## src/rtl/mdio_slave_pkg.sv

```systemverilog
package mdio_slave_pkg;
  typedef enum logic [1:0] {
    MS_IDLE  = 2'd0,
    MS_READ  = 2'd1,
    MS_WRITE = 2'd2
  } mslv_state_t;

  localparam logic [1:0] START_CODE = 2'b01;
  localparam logic [1:0] OPC_WRITE  = 2'b01;
  localparam logic [1:0] OPC_READ   = 2'b10;
  localparam logic [1:0] TURN_WRITE = 2'b10;
endpackage

```

## src/rtl/mdio_edge_detect.sv

```systemverilog
module mdio_edge_detect (
  input  logic clk,
  input  logic rst,
  input  logic level_i,
  output logic rise_o
);
  logic level_q;

  always_ff @(posedge clk) begin
    if (rst) level_q <= 1'b0;
    else     level_q <= level_i;
  end

  assign rise_o = level_i & ~level_q;
endmodule

```

## src/rtl/mdio_regbank.sv

```systemverilog
module mdio_regbank #(
  parameter int          ADDR_W  = 5,
  parameter int          DATA_W  = 16,
  parameter int          ID0_IDX = 2,
  parameter logic [15:0] ID0_VAL = 16'h0022,
  parameter int          ID1_IDX = 3,
  parameter logic [15:0] ID1_VAL = 16'h161A
) (
  input  logic              clk,
  input  logic              rst,
  input  logic [ADDR_W-1:0] rd_addr_i,
  output logic [DATA_W-1:0] rd_data_o
);
  localparam int DEPTH = 1 << ADDR_W;

  logic [DATA_W-1:0] bank_q [DEPTH];

  // The bank only loads on reset; host writes never reach it.
  always_ff @(posedge clk) begin
    if (rst) begin
      for (int i = 0; i < DEPTH; i++) begin
        if (i == ID0_IDX)      bank_q[i] <= DATA_W'(ID0_VAL);
        else if (i == ID1_IDX) bank_q[i] <= DATA_W'(ID1_VAL);
        else                   bank_q[i] <= '0;
      end
    end
  end

  assign rd_data_o = bank_q[rd_addr_i];
endmodule

```

## src/rtl/mdio_frame_engine.sv

```systemverilog
module mdio_frame_engine
  import mdio_slave_pkg::*;
#(
  parameter int PRE_W  = 32,
  parameter int DATA_W = 16,
  parameter int ADDR_W = 5,
  localparam int CNT_W = $clog2(PRE_W + 1)
) (
  input  logic              clk,
  input  logic              rst,
  input  logic              rise_i,
  input  logic              bit_i,
  input  logic [DATA_W-1:0] rd_data_i,
  output logic [ADDR_W-1:0] rd_addr_o,
  output logic              din_o,
  output mslv_state_t       state_o,
  output logic              active_o,
  output logic [CNT_W-1:0]  cnt_o
);
  localparam int HDR_W = DATA_W;
  localparam logic [CNT_W-1:0] CNT_LOAD = CNT_W'(PRE_W);
  localparam logic [CNT_W-1:0] CNT_HDR  = CNT_W'(PRE_W - HDR_W);

  logic [PRE_W-1:0]  hist_q, hist_n;
  logic [CNT_W-1:0]  cnt_q, cnt_eff;
  logic              active_q, active_eff, sync_hit;
  logic              at_decode, at_end, shift_out;
  mslv_state_t       state_q, state_n;
  logic [DATA_W-1:0] out_q;
  logic              din_q;
  logic [1:0]        f_start, f_op, f_turn;

  always_comb begin
    hist_n     = {hist_q[PRE_W-2:0], bit_i};
    sync_hit   = &hist_n;
    active_eff = sync_hit | active_q;
    cnt_eff    = sync_hit ? CNT_LOAD : cnt_q;
    at_decode  = active_eff && (cnt_eff == CNT_HDR);
    at_end     = active_eff && (cnt_eff == '0);

    f_start    = hist_n[HDR_W-1 -: 2];
    f_op       = hist_n[HDR_W-3 -: 2];
    f_turn     = hist_n[1:0];
    rd_addr_o  = hist_n[2 +: ADDR_W];

    state_n = state_q;
    if (at_decode) begin
      if (f_start == START_CODE && f_op == OPC_WRITE && f_turn == TURN_WRITE)
        state_n = MS_WRITE;
      else if (f_start == START_CODE && f_op == OPC_READ && !f_turn[0])
        state_n = MS_READ;
      else
        state_n = MS_IDLE;
    end

    shift_out = active_eff && (cnt_eff < CNT_HDR) && (state_n == MS_READ);
  end

  always_ff @(posedge clk) begin
    if (rst) begin
      hist_q   <= '0;
      cnt_q    <= '0;
      active_q <= 1'b0;
      state_q  <= MS_IDLE;
      out_q    <= '0;
      din_q    <= 1'b0;
    end else if (rise_i) begin
      hist_q <= hist_n;
      // At the last edge a write's data sits in hist_n[DATA_W-1:0]; it is dropped.
      state_q <= at_end ? MS_IDLE : state_n;
      if (at_decode && state_n == MS_READ) begin
        out_q <= rd_data_i;
      end else if (shift_out) begin
        din_q <= out_q[DATA_W-1];
        out_q <= {out_q[DATA_W-2:0], 1'b0};
      end
      if (active_eff) begin
        if (at_end) begin
          active_q <= 1'b0;
          cnt_q    <= '0;
        end else begin
          active_q <= 1'b1;
          cnt_q    <= cnt_eff - 1'b1;
        end
      end
    end
  end

  assign din_o    = din_q;
  assign state_o  = state_q;
  assign active_o = active_q;
  assign cnt_o    = cnt_q;
endmodule

```

## src/rtl/mdio_mgmt_slave.sv

```systemverilog
module mdio_mgmt_slave
  import mdio_slave_pkg::*;
#(
  parameter int          PRE_W   = 32,
  parameter int          DATA_W  = 16,
  parameter int          ADDR_W  = 5,
  parameter int          ID0_IDX = 2,
  parameter logic [15:0] ID0_VAL = 16'h0022,
  parameter int          ID1_IDX = 3,
  parameter logic [15:0] ID1_VAL = 16'h161A
) (
  input  logic clk,
  input  logic rst,
  input  logic mdc_bit,
  input  logic mdo_bit,
  input  logic mdo_en,
  output logic mdi_bit
);
  localparam int CNT_W = $clog2(PRE_W + 1);

  logic              edge_rise;
  logic              line_bit;
  logic [ADDR_W-1:0] bank_addr;
  logic [DATA_W-1:0] bank_data;
  mslv_state_t       eng_state;
  logic              eng_active;
  logic [CNT_W-1:0]  eng_cnt;

  assign line_bit = mdo_bit & mdo_en;

  mdio_edge_detect u_edge (
    .clk     (clk),
    .rst     (rst),
    .level_i (mdc_bit),
    .rise_o  (edge_rise)
  );

  mdio_regbank #(
    .ADDR_W (ADDR_W), .DATA_W (DATA_W),
    .ID0_IDX(ID0_IDX), .ID0_VAL(ID0_VAL),
    .ID1_IDX(ID1_IDX), .ID1_VAL(ID1_VAL)
  ) u_bank (
    .clk       (clk),
    .rst       (rst),
    .rd_addr_i (bank_addr),
    .rd_data_o (bank_data)
  );

  mdio_frame_engine #(
    .PRE_W (PRE_W), .DATA_W(DATA_W), .ADDR_W(ADDR_W)
  ) u_engine (
    .clk       (clk),
    .rst       (rst),
    .rise_i    (edge_rise),
    .bit_i     (line_bit),
    .rd_data_i (bank_data),
    .rd_addr_o (bank_addr),
    .din_o     (mdi_bit),
    .state_o   (eng_state),
    .active_o  (eng_active),
    .cnt_o     (eng_cnt)
  );
endmodule

```

## config.mk

```make
export PLATFORM = sky130hd
export DESIGN_NAME = mdio_mgmt_slave
export DESIGN_NICKNAME = d
export VERILOG_FILES = /design/src/rtl/mdio_slave_pkg.sv /design/src/rtl/mdio_edge_detect.sv /design/src/rtl/mdio_regbank.sv /design/src/rtl/mdio_frame_engine.sv /design/src/rtl/mdio_mgmt_slave.sv
export SDC_FILE = /design/constraint.sdc
export NUM_CORES = 1
export LEC_CHECK = 0
export BUFFER_PORTS_ARGS = -buffer_cell sky130_fd_sc_hd__buf_2
export CORE_UTILIZATION = 45
export CTS_CLUSTER_DIAMETER = 120
export DETAILED_ROUTE_END_ITERATION = 6
export GPL_TIMING_DRIVEN = 1
export SETUP_SLACK_MARGIN = 0.05
export SLEW_MARGIN = 5
export SYNTH_ARGS = -nofsm -noshare
export SYNTH_HDL_FRONTEND = slang
export SYNTH_SLANG_ARGS = --single-unit
```

## constraint.sdc

```tcl
create_clock -name clk -period 7.3 [get_ports clk]
set_input_delay 1.46 -clock clk [delete_from_list [all_inputs] [get_ports clk]]
set_output_delay 1.46 -clock clk [all_outputs]
set_load 0.01 [all_outputs]
```

### After elaboration in Yosys (flattened, before gate mapping)

Memory sizes are Yosys's and may differ from the RTL's. A register that Yosys moved wholly into a read port is not among the register bits.
Index checks and enable logic that the tools add are counted.

* $add $sub $neg: 1
* order comparisons: 1
* equality and inequality tests: 6
* multiplexer cells: 13
* bitwise operators: 5
* reductions and logical operators: 16

Operator list (number)
* $mux W16: 2
* $reduce_and A32 Y1: 1
* $mux W6: 2
* $mux W5: 2
* $logic_and A1 B1 Y1: 9
* $eq A2 B1 Y1 const B: 3
* $eq A6 B5 Y1 const B: 1
* $logic_not A6 Y1: 1
* $lt A6 B5 Y1 const B: 1
* $mux W2: 3
* $sub A6 B1 Y6 const B: 1
* $eq A2 B2 Y1 const B: 2
* $mux W1: 4
* $reduce_and A2 Y1: 2
* $reduce_and A3 Y1: 1
* $and A1 B1 Y1: 2
* $not A1 Y1: 2
* $reduce_bool A2 Y1: 1
* $logic_not A1 Y1: 1
* $or A1 B1 Y1: 1

* register bits after elaboration: 58
* memory bits (writable): 224
* word-level logic and storage cells: 50
* memories: 1

Memories
* u_bank.bank_q: depth 32, bits a word 7, read ports 1, clocked after Yosys merged registers in 1, wr ports 32, RTL line mdio_regbank.sv:16 `logic [DATA_W-1:0] bank_q [DEPTH];`

### Longest topological paths before layout

* word-level depth: 10
* gate-level depth with buffers: 11
* mapped depth without buffers: 10

### Cells and area by module

From an unflattened synthesis, not the netlist that was laid out.

* cells, all modules: 286
* area, all modules: 2808.9 um^2

Modules (own cells, without submodules)
* mdio_frame_engine: instances 1, cells an instance 265, area an instance 2616.3 um^2, sequential area each 1141.1 um^2
* mdio_regbank: instances 1, cells an instance 17, area an instance 138.9 um^2, sequential area each 0.0 um^2
* mdio_edge_detect: instances 1, cells an instance 3, area an instance 47.5 um^2, sequential area each 20.0 um^2
* mdio_mgmt_slave: instances 1, cells an instance 1, area an instance 6.3 um^2, sequential area each 0.0 um^2

### Least setup slack after synthesis

OpenSTA, ideal clock, no wires.

* path kind: input port to flip-flop
* start: in mdo_bit
* end: reg u_engine.out_q[15]
* data arrival time: 3.875 ns
* data required time: 7.184 ns
* setup slack: 3.309 ns
* stages: 11
* path buffers: 1
* cells stage by stage: nand2_1 nor3_1 nand3_1 clkbuf_1 nand2_1 ha_1 or3b_1 nand4b_4 or2_2 o2111a_1 a31o_2

* longest elaborated chain between the ends: 10

RTL lines
* from (decl): RTL line mdio_mgmt_slave.sv:15 `input logic mdo_bit,`
* $and A1 B1 Y1 (*): RTL line mdio_mgmt_slave.sv:29 `assign line_bit = mdo_bit & mdo_en;`
* $reduce_and A32 Y1 or $logic_not A1 Y1 (tied branches): RTL line mdio_frame_engine.sv:35, mdio_frame_engine.sv:50
* $mux W6 or $logic_and A1 B1 Y1 (tied branches): RTL line mdio_frame_engine.sv:37, mdio_frame_engine.sv:50
* $eq A6 B5 Y1 or $mux W1 (tied branches): RTL line mdio_frame_engine.sv:38, mdio_frame_engine.sv:50
* $logic_and A1 B1 Y1 or $mux W2 (tied branches): RTL line mdio_frame_engine.sv:38, mdio_frame_engine.sv:48
* $mux W2: RTL line mdio_frame_engine.sv:47 `if (at_decode) begin`
* $eq A2 B1 Y1: RTL line mdio_frame_engine.sv:56, mdio_frame_engine.sv:71
* $logic_and A1 B1 Y1, on equally long branches: RTL line mdio_frame_engine.sv:71, mdio_frame_engine.sv:56
* $reduce_bool A2 Y1 (no line)
* $reduce_and A2 Y1 (no line)
* to (signal assigned): RTL line mdio_frame_engine.sv:72 `out_q <= rd_data_i;`
* to (signal assigned): RTL line mdio_frame_engine.sv:75 `out_q <= {out_q[DATA_W-2:0], 1'b0};`
* to (decl): RTL line mdio_frame_engine.sv:29 `logic [DATA_W-1:0] out_q;`

Every way passes the cells marked *; elsewhere a longest branch is shown, timed or not.
A chain may end at the register's enable or synchronous reset.

### Worst setup path in the final report

Ends and elaborated chain as after synthesis.

==> reports/qor.tcl <==
set qor(power.ir.vdd_worst_mv) 0.121
set qor(synth_ff_type) {sky130_fd_sc_hd__dfxtp_1}
set qor(fin_crit_sh_pct) 56.9
set qor(syn_to_final_growth_pct) 9.88
set qor(finish.net_count) 314
set qor(synth.top_cell.area_share_pct) 48.3
set qor(maxSlewViolCount) 0
set qor(cp_max_fo) 15
set qor(yosys_warnings) 0
set qor(area_of_the_die_mm2) 0.00602
set qor(grt_first_pass_wirelength_mm) 9.24
set qor(grt_overflow) 0
set qor(worst_path_largest_cell_delay_ns) 0.48
set qor(insertion_delay_ns) 0.34
set qor(dr.pass1.iters) 4
set qor(m1WireLength_mm) 2.46
set qor(drv_cap) 0
set qor(synth.ff_latch_count) 62
set qor(fp-row-count) 27
set qor(timing.critical_path.arrival_ns) 4.39
set qor(worst_hold_path.num_cells) 2
set qor(die_w_um) 77.6
set qor(synth_enable_flop_cells) 0
set qor(setup_repair_after_global_routing_missed_its_margin) {false}
set qor(clock_tree_from_tritoncts) {built}
set qor(routability_congestion_estimate) 0.760
set qor(dp.final_hpwl_mm) 3.37
set qor(num_antenna_cells) 0
set qor(hold_fix_buffer_count_after_cts) 0
set qor(stdcell_area_mm2) 0.00283
set qor(worstPathBufferInverterCount) 1
set qor(swShare_pct) 21.8
set qor(fp.coreArea_mm2) 0.00551
set qor(comb_power_share_pct) 3.2
set qor(drt-initial-drc-count) 105
set qor(outcome) {finished, final reports clean}
set qor(cts.repair_timing.setup_buffer_count) 0
set qor(dr_wl_met3_um) 256
set qor(drive_gt1_share_pct) 10.5
set qor(global_route.usage.total_pct) 19.8
set qor(grt_max_degree) 48
set qor(hold_viol_final) 0
set qor(routed_wl_per_cell_um) 13.8
set qor(pin_count) 6
set qor(route.detailed.vias_per_inst) 5.53
set qor(detail_route.drc_violations) 0
set qor(grt_pass1_vias) 1979
set qor(post-synth-top-area-cell) {sky130_fd_sc_hd__dfxtp_1}
set qor(netlist_top_cells_area) {sky130_fd_sc_hd__dfxtp_1, sky130_fd_sc_hd__nand2_1, sky130_fd_sc_hd__a21oi_1, sky130_fd_sc_hd__clkbuf_1, sky130_fd_sc_hd__nand4_1}
set qor(cts_inserted_buffers) 9
set qor(worst_margin_pin_slew_ns) 0.846
set qor(criticalPathCategory) {input port to register}
set qor(setup_total_negative_slack_ns) 0
set qor(yosys.cell_count.top_type) {sky130_fd_sc_hd__nand2_1}
set qor(ys_top_cells_by_count) {sky130_fd_sc_hd__nand2_1, sky130_fd_sc_hd__dfxtp_1, sky130_fd_sc_hd__a21oi_1}
set qor(async_flop_share_pct) 0
set qor(kind_of_start_point_of_the_critical_path) {input port}
set qor(worst_ep_required_time_ns) 7.54
set qor(min_path_type) {register to register}
set qor(cts_resized) 0
set qor(die_h_um) 77.6
set qor(finalSetupViolCount) 0
set qor(synthDistinctLibCells) 46
set qor(clock_skew_ns) 0.00758
set qor(tritoncts_num_sinks) 62
set qor(cts_max_level) 3
set qor(number_of_instances_in_the_synthesized_netlist) 309
set qor(layout_min_cycle_time_ns) 4.16
set qor(dpl_cell_area_mm2) 0.00262
set qor(cell_internal_pwr_mw) 0.519
set qor(placement.io_buffers) 5
set qor(timing.reg2reg.worst_path_depth) 10
set qor(syn_nets) 315
set qor(ctsLongestPathBuffers) 2
set qor(syn_avg_cell_area_um2) 8.32
set qor(path_clk_slew_ns) 0.07
set qor(vias) 2130
set qor(detail-route-antenna-nets) 0
set qor(top_layer) {met4}
set qor(clkPwrFrac_pct) 45.7
set qor(power_density_mw_per_mm2) 235
set qor(max-slew-margin-rel_pct) 43.6
set qor(timing.critical_path.cells) {buf_2 -> nand2_1 -> nor3_1 -> nand3_1 -> nand2_1 -> ha_1 -> or3b_1 -> nand4b_4 -> or2_2 -> o2111a_1 -> a31o_2}
set qor(detailroute.wirelength.met2_mm) 2.56
set qor(root_buffer) {sky130_fd_sc_hd__clkbuf_8}
set qor(power_leakage_nw) 0.987
set qor(drt_wl_total_mm) 5.32
set qor(critical-path-top-delay-family) {simple AND/OR/NAND/NOR gates}
set qor(critical_path.slowest_cell) {sky130_fd_sc_hd__nand3_1}
set qor(synthesis.area_mm2) 0.00257
set qor(worst-path-stages) 11
set qor(number_of_antenna_violations_at_the_first_check_in_global_routing) 0
set qor(fmax_mhz) 241
set qor(synth_seq_area_share_pct) 48.3
set qor(power.net_switching_mw) 0.145
set qor(initial_core_util_pct) 46.7
set qor(cell_mode_on_critical_path) {sky130_fd_sc_hd__nand2_1}
set qor(critPathCaptureType) {register}
set qor(p_seq_share_pct) 51.1
worst paths after layout:
kind | end | startpoint | slack, ns
max | u_engine.out_q[15] | mdo_bit | 3.14
min | u_engine.hist_q[30] | u_engine.hist_q[30] | 0.46
max reg2reg | u_engine.out_q[15] | u_engine.hist_q[14] | 3.57
min reg2reg | u_engine.hist_q[30] | u_engine.hist_q[30] | 0.46
power groups by stage:
stage / clock network, mW / logic (mW) / registers [mW]
floorplan: 0 / 0.0164 / 0.347
global placement: 0 / 0.0219 / 0.347
detailed placement: 0 / 0.0219 / 0.347
CTS: 0.311 / 0.0219 / 0.340
global route: 0.330 / 0.0243 / 0.339
finish: 0.303 / 0.0213 / 0.340
layer usage:
layer,track usage (%),up-vias
met5,0,-
met3,7.76,4
met1,24.6,983
met4,6.42,0
met2,31.2,51
li1,-,1092
cell type report:
class,count,area [um^2]
fillers,534,2680
flip-flops and latches,62,1240
multi-input cells,222,1230
clock buffers,13,159
well taps,72,90.1
clock inverters,3,42.5
repair buffers,7,40.0
inverters,6,22.5
per-stage QoR:
step	hold slack, ns	power [mW]	utilization, %	setup slack [ns]	instances
2_1_floorplan	0.437	0.363	-	3.31	309
3_3_place_gp	0.447	0.369	47.6	2.90	369
3_5_place_dp	0.454	0.369	47.6	2.84	369
4_1_cts	0.464	0.672	51.3	3.19	385
5_1_grt	0.487	0.694	51.3	2.98	385
6_report	0.460	0.664	51.3	3.14	385
registers in the layout, summed over array words and instances (netlist names), named ones only:
name / count
u_edge.level_q: 1
u_engine.active_o: 1
u_engine.cnt_o: 6
u_engine.din_o: 1
u_engine.hist_q: 31
u_engine.out_q: 15
u_engine.state_o: 2
worst reg2reg max path, stage by stage, from the launching register on:
cell                       delay (ns)
sky130_fd_sc_hd__dfxtp_1         0.40
sky130_fd_sc_hd__nand4_1         0.12
sky130_fd_sc_hd__nor4_1          0.56
sky130_fd_sc_hd__nand3_1         0.57
sky130_fd_sc_hd__nand2_1         0.22
sky130_fd_sc_hd__ha_1            0.33
sky130_fd_sc_hd__or3b_1          0.45
sky130_fd_sc_hd__nand4b_4        0.27
sky130_fd_sc_hd__or2_2           0.37
sky130_fd_sc_hd__o2111a_1        0.15
sky130_fd_sc_hd__a31o_2          0.20
cells by family (layout without fill, tap and decap cells):
logic type	Yosys count	in the layout	synth area share (%)
compound gates	75	75	18.0
fa+ha+maj	1	1	0.487
buf+inv	25	29	3.99
flops	62	62	48.3
mux	3	3	1.22
simple gates	143	143	28.1
layout by cell type, fill, tap and decap left out, types with 3 or more instances in the layout:
| master | synthesis | layout |
|---|---|---|
| sky130_fd_sc_hd__nand2_1 | 78 | 78 |
| sky130_fd_sc_hd__dfxtp_1 | 62 | 62 |
| sky130_fd_sc_hd__a21oi_1 | 44 | 44 |
| sky130_fd_sc_hd__nor3_1 | 11 | 11 |
| sky130_fd_sc_hd__clkbuf_8 | 0 | 11 |
| sky130_fd_sc_hd__nand4_1 | 9 | 9 |
| sky130_fd_sc_hd__nor2_1 | 8 | 8 |
| sky130_fd_sc_hd__o21ai_0 | 8 | 8 |
| sky130_fd_sc_hd__nand3_1 | 7 | 7 |
| sky130_fd_sc_hd__inv_1 | 6 | 6 |
| sky130_fd_sc_hd__buf_2 | 1 | 5 |
| sky130_fd_sc_hd__nor4_1 | 4 | 4 |
| sky130_fd_sc_hd__or4_1 | 4 | 4 |
| sky130_fd_sc_hd__o31ai_1 | 4 | 4 |
| sky130_fd_sc_hd__nand2b_1 | 3 | 3 |
| sky130_fd_sc_hd__a31o_2 | 3 | 3 |
| sky130_fd_sc_hd__or3_1 | 3 | 3 |
Power figures use the tool's default switching activity.
